<file path="src/rtl/sgi_pkg.sv">
package sgi_pkg;
    typedef enum logic [1:0] {
        FLT_LIST   = 2'd0,
        FLT_OTHERS = 2'd1,
        FLT_SELF   = 2'd2,
        FLT_RSVD   = 2'd3
    } sgi_filter_e;

    typedef enum logic {
        ST_IDLE  = 1'b0,
        ST_ISSUE = 1'b1
    } sgi_state_e;

    localparam int ID_W   = 4;
    localparam int ID_LSB = 0;
    localparam int TL_LSB = 16;
    localparam int FL_LSB = 24;
endpackage

</file>
<file path="src/rtl/sgi_tgt_decode.sv">
module sgi_tgt_decode
    import sgi_pkg::*;
#(
    parameter int NUM_CPU = 8,
    localparam int CPU_W = (NUM_CPU > 1) ? $clog2(NUM_CPU) : 1,
    localparam int CNT_W = $clog2(NUM_CPU + 1)
) (
    input  logic [31:0]        word_i,
    input  logic [CPU_W-1:0]   src_i,
    input  logic [CNT_W-1:0]   cnt_i,
    output logic [NUM_CPU-1:0] tgt_o,
    output logic [ID_W-1:0]    id_o,
    output logic               drop_o
);
    logic [NUM_CPU-1:0] online;
    logic [NUM_CPU-1:0] self_bit;
    sgi_filter_e        flt;

    assign flt  = sgi_filter_e'(word_i[FL_LSB +: 2]);
    assign id_o = word_i[ID_LSB +: ID_W];

    always_comb begin
        for (int i = 0; i < NUM_CPU; i++) begin
            online[i]   = (CNT_W'(i) < cnt_i);
            self_bit[i] = (CPU_W'(i) == src_i);
        end
    end

    always_comb begin
        drop_o = 1'b0;
        unique case (flt)
            FLT_LIST:   tgt_o = word_i[TL_LSB +: NUM_CPU] & online;
            FLT_OTHERS: tgt_o = online & ~self_bit;
            FLT_SELF:   tgt_o = self_bit & online;
            default: begin
                tgt_o  = '0;
                drop_o = 1'b1;
            end
        endcase
    end

    always_comb begin
        p_online_only_r9: assert ((tgt_o & ~online) == '0);
    end
endmodule

</file>
<file path="src/rtl/sgi_flag_store.sv">
module sgi_flag_store
    import sgi_pkg::*;
#(
    parameter int NUM_CPU = 8,
    parameter int NUM_SGI = 16,
    localparam int CPU_W = (NUM_CPU > 1) ? $clog2(NUM_CPU) : 1
) (
    input  logic               clk,
    input  logic               rst_n,
    input  logic [NUM_CPU-1:0] set_vld_i,
    input  logic [ID_W-1:0]    set_id_i,
    input  logic [NUM_CPU-1:0] src_i,
    input  logic [CPU_W-1:0]   rb_cpu_i,
    input  logic [ID_W-1:0]    rb_sgi_i,
    output logic               rb_pend_o,
    output logic [NUM_CPU-1:0] rb_src_o
);
    logic [NUM_SGI-1:0] pend_q [NUM_CPU];
    logic [NUM_CPU-1:0] srcm_q [NUM_CPU][NUM_SGI];

    for (genvar c = 0; c < NUM_CPU; c++) begin : g_cpu
        always_ff @(posedge clk or negedge rst_n) begin
            if (!rst_n) begin
                pend_q[c] <= '0;
                for (int s = 0; s < NUM_SGI; s++) srcm_q[c][s] <= '0;
            end else if (set_vld_i[c]) begin
                pend_q[c][set_id_i]    <= 1'b1;
                srcm_q[c][set_id_i]    <= srcm_q[c][set_id_i] | src_i;
            end
        end

        p_all_set_r10: assert property (@(posedge clk) disable iff (!rst_n)
            set_vld_i[c] |=> pend_q[c][$past(set_id_i)]);
        p_src_kept_r6: assert property (@(posedge clk) disable iff (!rst_n)
            set_vld_i[c] |=> ((srcm_q[c][$past(set_id_i)] & $past(src_i)) == $past(src_i)));
    end

    assign rb_pend_o = pend_q[rb_cpu_i][rb_sgi_i];
    assign rb_src_o  = srcm_q[rb_cpu_i][rb_sgi_i];
endmodule

</file>
<file path="src/rtl/sgi_dispatch.sv">
module sgi_dispatch
    import sgi_pkg::*;
#(
    parameter int NUM_CPU = 8,
    parameter int NUM_SGI = 16,
    localparam int CPU_W = (NUM_CPU > 1) ? $clog2(NUM_CPU) : 1,
    localparam int CNT_W = $clog2(NUM_CPU + 1)
) (
    input  logic               clk,
    input  logic               rst_n,
    input  logic               wr_en,
    input  logic               wr_full,
    input  logic [31:0]        wr_data,
    input  logic [CPU_W-1:0]   src_cpu,
    input  logic [CNT_W-1:0]   online_cnt,
    output logic [31:0]        trig_rdata,
    output logic [NUM_CPU-1:0] set_pend_vld,
    output logic [3:0]         set_pend_id,
    output logic [NUM_CPU-1:0] src_upd,
    input  logic [CPU_W-1:0]   rb_cpu,
    input  logic [3:0]         rb_sgi,
    output logic               rb_pend,
    output logic [NUM_CPU-1:0] rb_src
);
    sgi_state_e         state_q, state_d;
    logic [NUM_CPU-1:0] dec_tgt, tgt_q, src_q;
    logic [ID_W-1:0]    dec_id, id_q;
    logic               dec_drop, accept;

    sgi_tgt_decode #(.NUM_CPU(NUM_CPU)) u_dec (
        .word_i (wr_data),
        .src_i  (src_cpu),
        .cnt_i  (online_cnt),
        .tgt_o  (dec_tgt),
        .id_o   (dec_id),
        .drop_o (dec_drop)
    );

    assign accept = wr_en && wr_full && !dec_drop;

    always_comb begin
        state_d = state_q;
        unique case (state_q)
            ST_IDLE:  if (accept) state_d = ST_ISSUE;   // GO_ISSUE
            ST_ISSUE: if (!accept) state_d = ST_IDLE;   // BACK_IDLE, else STAY_ISSUE
            default:  state_d = ST_IDLE;
        endcase
    end

    always_ff @(posedge clk or negedge rst_n) begin
        if (!rst_n) state_q <= ST_IDLE;
        else        state_q <= state_d;
    end

    always_ff @(posedge clk or negedge rst_n) begin
        if (!rst_n) begin
            tgt_q <= '0;
            id_q  <= '0;
            src_q <= '0;
        end else if (accept) begin
            tgt_q <= dec_tgt;
            id_q  <= dec_id;
            src_q <= NUM_CPU'(1) << src_cpu;
        end
    end

    assign set_pend_vld = (state_q == ST_ISSUE) ? tgt_q : '0;
    assign set_pend_id  = id_q;
    assign src_upd      = (state_q == ST_ISSUE) ? src_q : '0;
    assign trig_rdata   = '0;

    sgi_flag_store #(.NUM_CPU(NUM_CPU), .NUM_SGI(NUM_SGI)) u_store (
        .clk       (clk),
        .rst_n     (rst_n),
        .set_vld_i (set_pend_vld),
        .set_id_i  (set_pend_id),
        .src_i     (src_upd),
        .rb_cpu_i  (rb_cpu),
        .rb_sgi_i  (rb_sgi),
        .rb_pend_o (rb_pend),
        .rb_src_o  (rb_src)
    );

    p_id_match_r1: assert property (@(posedge clk) disable iff (!rst_n)
        accept |=> (set_pend_id == $past(wr_data[3:0])));
    p_drop_rsvd_r5: assert property (@(posedge clk) disable iff (!rst_n)
        (wr_en && wr_data[25:24] == 2'd3) |=> (set_pend_vld == '0));
    p_partial_ignored_r7: assert property (@(posedge clk) disable iff (!rst_n)
        (wr_en && !wr_full) |=> (set_pend_vld == '0));
    p_onehot_src_r6: assert property (@(posedge clk) disable iff (!rst_n)
        (set_pend_vld != '0) |-> $onehot(src_upd));
    p_self_only_r4: assert property (@(posedge clk) disable iff (!rst_n)
        (accept && wr_data[25:24] == 2'd2) |=> ($countones(set_pend_vld) <= 1));
endmodule

</file>
<file path="config.mk">
export PLATFORM = sky130hd
export DESIGN_NAME = sgi_dispatch
export DESIGN_NICKNAME = d
export VERILOG_FILES = /design/src/rtl/sgi_pkg.sv /design/src/rtl/sgi_tgt_decode.sv /design/src/rtl/sgi_flag_store.sv /design/src/rtl/sgi_dispatch.sv
export SDC_FILE = /design/constraint.sdc
export NUM_CORES = 2
export LEC_CHECK = 0
export BUFFER_PORTS_ARGS = -buffer_cell sky130_fd_sc_hd__buf_4
export CAP_MARGIN = 20
export CORE_MARGIN = 4
export CORE_UTILIZATION = 55
export CTS_BUF_LIST = sky130_fd_sc_hd__clkbuf_8
export CTS_CLUSTER_SIZE = 40
export DETAILED_ROUTE_END_ITERATION = 10
export GPL_ROUTABILITY_DRIVEN = 1
export PLACE_DENSITY = 0.71
export SYNTH_ARGS = -nofsm -noshare
export SYNTH_HDL_FRONTEND = slang
export SYNTH_SLANG_ARGS = --single-unit
</file>
<file path="constraint.sdc">
create_clock -name clk -period 8.2 [get_ports clk]
set_input_delay 0.41 -clock clk [delete_from_list [all_inputs] [get_ports clk]]
set_output_delay 0.41 -clock clk [all_outputs]
set_load 0.05 [all_outputs]
</file>
==> impl_metrics.tcl <==
set metrics [dict create \
    cts.sinks 1173 \
    run_status "finished, final reports clean" \
    cp_cell_sequence "buf_8, buf_12, mux4_2, mux4_2, mux4_2, mux2_2, buf_4" \
    synth.yosys.seq_area_share 0.501 \
    rows 119 \
    setup-violations-final 0 \
    fp.dieH_um 334 \
    globalRouteOverflowTotal 0 \
    area_fraction_in_compound_gates_after_synthesis 0.0897 \
    largest_buffer_count_on_any_clock_path 3 \
    area_growth_pct 11.9 \
    syn_area_um2 58600 \
    cts_tree "built" \
    drt-wirelength-per-cell_um 32.8 \
    grt.total_usage 0.381 \
    syn-instance-count 4803 \
    power-per-cell-area_nw_per_um2 294 \
    worst_pin_slew_ns 1.20 \
    startpoint_of_the_worst_register_to_register_path "set_pend_id[0]" \
    required_ns 7.79 \
    dpl.hpwl_um 144000 \
    capturing_element_type_of_the_critical_path "output pin" \
    grt_antenna_before_repair 13 \
    drive_above_1_share 0.291 \
    core_area_um2 106000 \
    fill_cells 7912 \
    route.detailed.vias_per_inst 6.89 \
    synthDominantAreaCellType "dfrtp_1" \
    reg2reg_to "u_store.srcm_q[452]" \
    synth_async_sr_flop_share 1.00 \
    post_cts.repair.setup_buffers 0 \
    finClkSkew_ns 0.0619 \
    worst-path-stages 7 \
    crit_path_max_incr_delay_ns 0.68 \
    depth_of_the_most_critical_reg_to_reg_path 6 \
    placed_cells 6032 \
    via_count_of_the_first_global_routing_pass 42800 \
    period_share 0.555 \
    worst_setup_hold_path_clk_slew_ns 0.06 \
    finalSetupTns_ns 0 \
    max_freq_mhz 220 \
    p_total_mw 19.3 \
    io_pins 111 \
    max-vdd-ir-drop_uv 171 \
    synth.area.mux_share 0.273 \
    synth_enable_flop_cells 0 \
    post_synth.cell_area_avg_um2 12.2 \
    ys_top_cells_by_area "dfrtp_1 50%, mux4_2 27%, a21oi_1 6.0%, nor2_1 5.0%, o21ai_0 2.8%" \
    timing.slew.headroom 0.200 \
    maxSlewViolCount 0 \
    die_area_um2 112000 \
    antenna_violating_nets_post_route 0 \
    crit_path_start_kind "input port" \
    rsz0062_at_grt "false" \
    drcViolationCount 0 \
    place_area_um2 60800 \
    finalHoldViolCount 0 \
    tritoncts_buffer_count 191 \
    min_path_type "input port to flip-flop" \
    grt_max_degree 178 \
    static-leakage-power_nw 28.6 \
    final_net_count 4919 \
    synthSimpleGateAreaFrac 0.101 \
    final_area_um2 65500 \
    crit_path_top_delay_cell "mux4_2" \
    critical_path_buf_inv_count 3 \
    yosys.area_share.xor_xnor 0 \
    synthAdderAreaFrac 0.000641 \
    grt_pass1_wl_um 302000 \
    synth.top_cell.area_share 0.501 \
    critical-path-top-cell-by-count "mux4_2" \
    postSynth.topFlopCell "dfrtp_1" \
    detail_route.iter0.violations 6395 \
    crit_start "rb_cpu[0]" \
    final_cells 6422 \
    cap_violations 0 \
    place.gp.congestion 0.972 \
    synth.ff_latch_count 1173 \
    cp_max_fo 128 \
    synth_top_family_by_area "multiplexers" \
    number_of_warnings_issued_by_yosys 0 \
    worst_setup_path_endpoint "rb_src[7]" \
    detailroute.via_count 44200 \
    clk_root_buffer_cell "clkbuf_8" \
    criticalPathCategory "input port to output pin" \
    arrival_time_of_the_worst_setup_path_ns 4.14 \
    yosysUniqueCellTypes 36 \
    clock_tree.htree_level_count 4 \
    io_buffer_count 60 \
    initial_core_util 0.555 \
    cpLargestDelayFamily "multiplexers" \
    min_period_ns 4.55 \
    die_x_um 334 \
    worstSkewPairLatency_ns 0.92 \
    worst_r2r_setup_slack_ns 3.82 \
    drt-pass1-iter-count 6 \
    wl_um 210000 \
]
[power by group]
group          switching [mW]  total [mW]  internal (mW)
Clock                    2.54        5.72           3.18
Combinational            3.21        5.60           2.38
Sequential               1.00        7.94           6.94
[Yosys cell counts, drive strengths merged (5+ instances only)]
master,n
dfrtp,1173
nor3,82
or2,91
and2,8
nand2b,44
buf,208
o21ai,327
mux2,19
nand2,396
mux2i,5
nor2,782
mux4,698
inv,12
clkbuf,223
a21oi,706
[registers in the layout, indices dropped and copies added (netlist names)]
signal,cells
set_pend_id,4
src_q,8
u_store.pend_q,128
state_q,1
tgt_q,8
u_store.srcm_q,1024
[tightest hold or removal path: stages]
cell     delay (ns)
buf_4          0.10
ha_1           0.29
nor2_1         0.13
o31ai_1        0.08
[final cells by class]
cell class / instances / area, um^2 / area share
multi-input cells: 3218 / 27700 / 0.422
diodes: 7 / 17.5 / 0.000267
flip-flops and latches: 1173 / 29400 / 0.448
clock inverters: 89 / 753 / 0.0115
well taps: 1391 / 1740 / 0.0266
inverters: 12 / 45.0 / 0.000687
clock buffers: 262 / 3610 / 0.0550
repair buffers: 270 / 2320 / 0.0354
[repair_timing]
| action | in CTS | in global routing |
|---|---|---|
| hold endpoints to repair | 107 | 0 |
| resized for setup | 0 | 0 |
| hold buffers | 26 | 0 |
[per-stage QoR]
stage               hold WS, ns  setup WS, ns   util
CTS                      0.0979          3.71  0.620
global placement          0.443          3.71  0.576
floorplan                 0.114          4.84      -
global route              0.180          3.57  0.620
finish                    0.161          3.65  0.621
detailed placement        0.447          3.72  0.576
[worst min path at each step]
stage	from	endpoint	cells after the start
6_report	wr_data[25]	tgt_q[4]	4
5_1_grt	wr_data[25]	tgt_q[4]	4
4_1_cts	wr_data[25]	tgt_q[4]	4
3_5_place_dp	u_store.pend_q[73]	u_store.pend_q[73]	1
3_3_place_gp	u_store.pend_q[10]	u_store.pend_q[10]	1
2_1_floorplan	rst_n	set_pend_id[0]	0
[placed cells by master (no fill, tap or decap), drive strengths merged, types with 4 or more instances in the layout]
cell and count:
mux2i 5, o31ai 4, nand2b 44, and4b 4, and2 8, clkbuf 262, mux4 698, conb 32
dfrtp 1173, nor3 82, or2 91, bufinv 10, nor2 782, nand2 396, inv 44, a21oi 706
buf 244, mux2 19, dlygate4sd3 26, o21ai 327, diode 7, clkinv 44
[layer usage]
metal,track usage,vias to the layer above,part of all wire
met5,0,-,0.000076
met3,0.146,587,0.15
met1,0.503,22600,0.35
li1,-,17700,-
met4,0.261,2,0.083
met2,0.525,3416,0.42
[cell families (layout without fill, tap and decap cells)]
kind of cell | Yosys count | after routing
and+or+nand+nor | 1417 | 1417
DFF | 1173 | 1173
AOI/OAI and AO/OA | 1044 | 1044
muxes | 722 | 722
buffers and inverters | 443 | 633
adders and majority gates | 3 | 3
other | 1 | 39
(Power assumes the default switching activity.)
